### src/rtl/addpipe_pkg.sv
package addpipe_pkg;

    typedef enum logic {
        SLOT_IDLE = 1'b0,
        SLOT_BUSY = 1'b1
    } slot_state_e;

    localparam int unsigned OPERANDS = 2;

endpackage

### src/rtl/apl_regfile.sv
module apl_regfile #(
    parameter int unsigned AW  = 5,
    parameter int unsigned DW  = 32,
    parameter int unsigned NRD = 2
) (
    input  logic                    clk,
    input  logic                    rst_n,
    input  logic                    wr_en,
    input  logic [AW-1:0]           wr_addr,
    input  logic [DW-1:0]           wr_data,
    input  logic [NRD-1:0][AW-1:0]  rd_addr,
    output logic [NRD-1:0][DW-1:0]  rd_data
);
    localparam int unsigned NREGS = 1 << AW;

    logic [DW-1:0] mem [NREGS];

    always_ff @(posedge clk) begin
        if (!rst_n) begin
            for (int i = 0; i < NREGS; i++) begin
                mem[i] <= '0;
            end
        end else if (wr_en) begin
            mem[wr_addr] <= wr_data;
        end
    end

    for (genvar p = 0; p < NRD; p++) begin : g_rd
        assign rd_data[p] = mem[rd_addr[p]];
    end

endmodule

### src/rtl/apl_bypass.sv
module apl_bypass #(
    parameter int unsigned AW = 5,
    parameter int unsigned DW = 32
) (
    input  logic          fwd_en,
    input  logic [AW-1:0] fwd_dst,
    input  logic [DW-1:0] fwd_val,
    input  logic [AW-1:0] src,
    input  logic [DW-1:0] rf_val,
    output logic [DW-1:0] operand
);
    logic hit;

    always_comb begin
        hit     = fwd_en && (fwd_dst == src);
        operand = hit ? fwd_val : rf_val;
    end

endmodule

### src/rtl/apl_slot.sv
module apl_slot
    import addpipe_pkg::*;
#(
    parameter int unsigned AW = 5,
    parameter int unsigned DW = 32
) (
    input  logic          clk,
    input  logic          rst_n,
    input  logic          take,
    input  logic [AW-1:0] new_dst,
    input  logic [AW-1:0] new_src_a,
    input  logic [AW-1:0] new_src_b,
    input  logic [DW-1:0] new_sum,
    output logic          busy,
    output logic [AW-1:0] held_dst,
    output logic [AW-1:0] held_src_a,
    output logic [AW-1:0] held_src_b,
    output logic [DW-1:0] held_sum
);
    slot_state_e state_q, state_d;

    always_comb begin
        state_d = state_q;
        unique case (state_q)
            SLOT_IDLE: state_d = take ? SLOT_BUSY : SLOT_IDLE;
            SLOT_BUSY: state_d = take ? SLOT_BUSY : SLOT_IDLE;
            default:   state_d = SLOT_IDLE;
        endcase
    end

    always_ff @(posedge clk) begin
        if (!rst_n) begin
            state_q    <= SLOT_IDLE;
            held_dst   <= '0;
            held_src_a <= '0;
            held_src_b <= '0;
            held_sum   <= '0;
        end else begin
            state_q <= state_d;
            if (take) begin
                held_dst   <= new_dst;
                held_src_a <= new_src_a;
                held_src_b <= new_src_b;
                held_sum   <= new_sum;
            end
        end
    end

    always_comb begin
        busy = (state_q == SLOT_BUSY);
    end


    idle_after_reset_chk: assert property (@(posedge clk)
        !rst_n |=> state_q == SLOT_IDLE);

endmodule

### src/rtl/addpipe_top.sv
module addpipe_top
    import addpipe_pkg::*;
#(
    parameter int unsigned AW = 5,
    parameter int unsigned DW = 32
) (
    input  logic          clk,
    input  logic          rst_n,
    input  logic          op_valid,
    input  logic [AW-1:0] op_dst,
    input  logic [AW-1:0] op_src_a,
    input  logic [AW-1:0] op_src_b,
    input  logic          poke_en,
    input  logic [AW-1:0] peek_addr,
    input  logic [DW-1:0] poke_data,
    output logic [DW-1:0] peek_data
);
    localparam int unsigned NRD     = 5;
    localparam int unsigned RD_A    = 0;
    localparam int unsigned RD_B    = 1;
    localparam int unsigned RD_PEEK = 2;
    localparam int unsigned RD_HA   = 3;
    localparam int unsigned RD_HB   = 4;

    logic                          slot_busy;
    logic [AW-1:0]                 h_dst, h_src_a, h_src_b;
    logic [DW-1:0]                 h_sum;
    logic [NRD-1:0][AW-1:0]        rd_addr;
    logic [NRD-1:0][DW-1:0]        rd_data;
    logic [OPERANDS-1:0][AW-1:0]   src_idx;
    logic [OPERANDS-1:0][DW-1:0]   opnd;
    logic [DW-1:0]                 fresh_sum;
    logic                          poke_ok;
    logic                          wr_en;
    logic [AW-1:0]                 wr_addr;
    logic [DW-1:0]                 wr_data;
    logic [DW-1:0]                 held_src_sum;

    always_comb begin
        rd_addr[RD_A]    = op_src_a;
        rd_addr[RD_B]    = op_src_b;
        rd_addr[RD_PEEK] = peek_addr;
        rd_addr[RD_HA]   = h_src_a;
        rd_addr[RD_HB]   = h_src_b;
        src_idx[0]       = op_src_a;
        src_idx[1]       = op_src_b;
    end

    apl_regfile #(.AW(AW), .DW(DW), .NRD(NRD)) u_rf (
        .clk     (clk),
        .rst_n   (rst_n),
        .wr_en   (wr_en),
        .wr_addr (wr_addr),
        .wr_data (wr_data),
        .rd_addr (rd_addr),
        .rd_data (rd_data)
    );

    for (genvar g = 0; g < OPERANDS; g++) begin : g_opnd
        apl_bypass #(.AW(AW), .DW(DW)) u_byp (
            .fwd_en  (slot_busy),
            .fwd_dst (h_dst),
            .fwd_val (h_sum),
            .src     (src_idx[g]),
            .rf_val  (rd_data[g]),
            .operand (opnd[g])
        );
    end

    always_comb begin
        fresh_sum = opnd[0] + opnd[1];
    end

    apl_slot #(.AW(AW), .DW(DW)) u_slot (
        .clk        (clk),
        .rst_n      (rst_n),
        .take       (op_valid),
        .new_dst    (op_dst),
        .new_src_a  (op_src_a),
        .new_src_b  (op_src_b),
        .new_sum    (fresh_sum),
        .busy       (slot_busy),
        .held_dst   (h_dst),
        .held_src_a (h_src_a),
        .held_src_b (h_src_b),
        .held_sum   (h_sum)
    );

    always_comb begin
        poke_ok   = poke_en && !op_valid && !slot_busy;
        wr_en     = slot_busy || poke_ok;
        wr_addr   = slot_busy ? h_dst : peek_addr;
        wr_data   = slot_busy ? h_sum : poke_data;
        peek_data = rd_data[RD_PEEK];
    end

    assign held_src_sum = rd_data[RD_HA] + rd_data[RD_HB];


    held_sum_chk: assert property (@(posedge clk) disable iff (!rst_n)
        slot_busy |-> h_sum == held_src_sum);


    take_busy_chk: assert property (@(posedge clk) disable iff (!rst_n)
        op_valid |=> slot_busy);


    drain_idle_chk: assert property (@(posedge clk) disable iff (!rst_n)
        !op_valid |=> !slot_busy);


    fwd_a_chk: assert property (@(posedge clk) disable iff (!rst_n)
        (op_valid && slot_busy && h_dst == op_src_a) |-> opnd[0] == h_sum);


    fwd_b_chk: assert property (@(posedge clk) disable iff (!rst_n)
        (op_valid && slot_busy && h_dst == op_src_b) |-> opnd[1] == h_sum);


    rf_a_chk: assert property (@(posedge clk) disable iff (!rst_n)
        (op_valid && !(slot_busy && h_dst == op_src_a)) |-> opnd[0] == rd_data[RD_A]);

endmodule

### config.mk
export PLATFORM = sky130hd
export DESIGN_NAME = addpipe_top
export DESIGN_NICKNAME = d
export VERILOG_FILES = /design/src/rtl/addpipe_pkg.sv /design/src/rtl/apl_regfile.sv /design/src/rtl/apl_bypass.sv /design/src/rtl/apl_slot.sv /design/src/rtl/addpipe_top.sv
export SDC_FILE = /design/constraint.sdc
export NUM_CORES = 2
export LEC_CHECK = 0
export ABC_CLOCK_PERIOD_IN_PS = 5200
export BUFFER_PORTS_ARGS = -buffer_cell sky130_fd_sc_hd__clkbuf_2
export CORE_MARGIN = 2
export CORE_UTILIZATION = 40
export CTS_CLUSTER_SIZE = 14
export DETAILED_ROUTE_END_ITERATION = 8
export GPL_TIMING_DRIVEN = 1
export MAX_ROUTING_LAYER = met4
export SYNTH_ARGS = -nofsm -noshare
export SYNTH_HDL_FRONTEND = slang
export SYNTH_HIERARCHICAL = 1
export SYNTH_SLANG_ARGS = --single-unit
### constraint.sdc
create_clock -name clk -period 5.2 [get_ports clk]
set_input_delay 0.52 -clock clk [delete_from_list [all_inputs] [get_ports clk]]
set_output_delay 0.52 -clock clk [all_outputs]
set_load 0.005 [all_outputs]
==> qor.csv <==
stage;metric;value;unit
run;maxCapViolCount;0;
worst_hold_path;whs_path_depth;2;
setup_path;crit_arrival;5710;ps
power;p_per_area;298.0;nW/µm²
clocking;clk_pin_slew;60;ps
setup_path;path_buf_inv;1;
drt;vias;55080;
die;dieArea;176600;µm²
setup_path;worstPathCellList;mux2i_1, a22o_1, nor3_1, a31oi_1, nand3_1, mux2_2, ha_1, fa_1, a21oi_1, o22ai_1, o21ai_0, buf_4, a31oi_1, a221o_1, a21oi_2, o31ai_1, xor2_1, mux2i_1, nor2b_1;
drt;drtAntennaViolNets;0;
die;die_x;420.2;µm
clocking;cts_num_sinks;1062;
finish;nNetsFinal;6371;
drt;wirelength;286.0;mm
timing;post-route-min-period;5036;ps
finish;area_delta_synth_final;13.35;%
placement;place_hpwl;187.7;mm
power;static-leakage-power;32.25;nW
die;die_y;420.2;µm
global_route;grt_pass1_wl;401.8;mm
timing;setup_violations;0;
setup_path;end_kind;register;
timing;fin_ws;163.7;ps
drt;wire_per_inst;32.82;µm
setup_path;timing.rr.start;u_rf/mem[0][0]$_SDFFCE_PN0P_;
global_route;grt_use_met1;40.35;%
finish;drive_above_1_share;13.37;%
setup_path;crit_family;compound AO/OA/AOI/OAI gates;
placement;gp_congestion;0.9723;
global_route;grt_overflow;0;
timing;worst_pin_slew;1059;ps
setup_path;worstSetupPathType;reg2reg;
global_route;gr-usage-met2;49.88;%
logic_synthesis;synth_area;69300;µm²
drt;firstDrtPassIters;6;
worst_hold_path;hold_class;in2reg;
timing;max_slew_margin;29.06;%
die;io_pins;88;
setup_path;slowest_stage;a31oi_1;
power;total_power;23.40;mW
placement;dp.cells;8467;
worst_hold_path;hold_end;u_slot/held_sum[16]$_SDFFE_PN0P_;
setup_path;cp.required;5880;ps
clocking;cts_resized;0;
global_route;grt_pass1_vias;53844;
clocking;clock_latency;800;ps
timing;setup_tns;0;ps
clocking;clockBufferDepth;3;
clocking;htree_levels;3;
drt;drc;0;
drt;first_iter_violations;7119;
clocking;cts-root-buf;clkbuf_16;
logic_synthesis;synth.yosys.warnings;6;
die;fp-row-count;152;
setup_path;r2r_slack;160;ps
clocking;cts_setup_buffers;0;
timing;max_freq;0.1986;GHz
run_status;outcome;finished, final reports clean;
placement;portBuffers;87;
die;start_util;40.31;%
timing;hold_viol;0;
setup_path;start_kind;register;
setup_path;timing.rr.end;u_slot/held_sum[30]$_SDFFE_PN0P_;
finish;final_cells;8714;
worst_hold_path;min-delay-start;rst_n;
setup_path;rr_worst_depth;19;
logic_synthesis;synth.avg_cell_area;10.98;µm²
timing;post-route-period-util;96.85;%
setup_path;path_max_fanout;3;
timing;rsz0062_at_grt;false;
global_route;grt_max_degree;92;
global_route;antenna_found_initial;27;
power;ir_drop;0.2804;mV
drt;avgViaCountPerCell;6.321;
clocking;ctsHoldBuffers;5;
clocking;cts_tree;built;
placement;dp_worst_setup_slack;-165.2;ps
global_route;track_usage;32.69;%
timing;clock_skew;55.94;ps
setup_path;slowest_delay;550;ps
die;fp.coreArea;171900;µm²
timing;slew_viol_final;0;
global_route;grt_util_met3;7.151;%
finish;fillers;15773;
global_route;grt-busiest-layer;met2;
logic_synthesis;netlist_instances;6309;
logic_synthesis;synth_fp_nets;6397;
clocking;cts_buffers;119;
cell usage in the layout, fill, tap and decap left out, types with 45 or more instances in the layout:
cell type  instances
and2_1          1026
clkbuf_16        119
nor2b_1           45
nor3_1           103
a31oi_1          102
clkbuf_2          82
nand3_1          305
edfxtp_1        1024
a22oi_1          288
nand2_1          310
mux2i_1         1574
mux2_4            60
a21oi_1          318
a22o_1           192
buf_4            281
buf_12            92
where the power goes:
group          total (mW)  internal [mW]  leakage [nW]  switching, mW
clock network        8.68           4.79          1.89           3.89
logic                4.63           1.67          19.4           2.96
registers            10.1           9.75          10.9          0.348
final cells by class:
| class | count | area, µm² | share of cell area (%) |
|---|---|---|---|
| clock inverter | 93 | 915.9 | 1.166 |
| sequential | 1062 | 31510 | 40.12 |
| antenna | 17 | 42.54 | 0.05416 |
| tap | 2310 | 2890 | 3.680 |
| inverter | 8 | 30.03 | 0.03823 |
| clock buffer | 132 | 3037 | 3.866 |
| timing repair buffer | 464 | 4462 | 5.681 |
| multi-input combinational | 4628 | 35660 | 45.40 |
sequential cells by signal (all words and copies together), names as in the netlist:
name	cells
u_slot/busy	1
u_slot/held_dst	5
u_slot/held_sum	32
u_rf/mem	1024
through the flow:
| step | cell area (µm²) | hold WS, ps | utilization [%] |
|---|---|---|---|
| 2_1_floorplan | 69300 | 510.6 | - |
| 3_3_place_gp | 74500 | 538.9 | 43.33 |
| 3_5_place_dp | 74500 | 551.0 | 43.33 |
| 4_1_cts | 78500 | 281.6 | 45.66 |
| 5_1_grt | 78530 | 331.4 | 45.68 |
| 6_report | 78540 | 338.2 | 45.69 |
per-layer routing:
layer,vias up,part of all wire (%)
li1,23369,-
met1,27369,38
met2,3407,45
met3,935,10
met4,0,6.1
met5,-,0
how the worst max path moves through the flow:
stage	start	end	slack, ps	depth (start not counted)
6_report	u_rf/mem[0][0]$_SDFFCE_PN0P_	u_slot/held_sum[30]$_SDFFE_PN0P_	160	19
5_1_grt	u_rf/mem[0][0]$_SDFFCE_PN0P_	u_slot/held_sum[30]$_SDFFE_PN0P_	140	19
4_1_cts	u_rf/mem[0][0]$_SDFFCE_PN0P_	u_slot/held_sum[28]$_SDFFE_PN0P_	320	19
3_5_place_dp	op_src_a[2]	u_slot/held_sum[28]$_SDFFE_PN0P_	-170	20
3_3_place_gp	op_src_a[2]	u_slot/held_sum[26]$_SDFFE_PN0P_	-170	20
2_1_floorplan	u_slot/busy$_SDFF_PN0_	u_rf/mem[24][0]$_SDFFCE_PN0P_	610	8
Note: power is estimated with default switching activity, not from simulation.
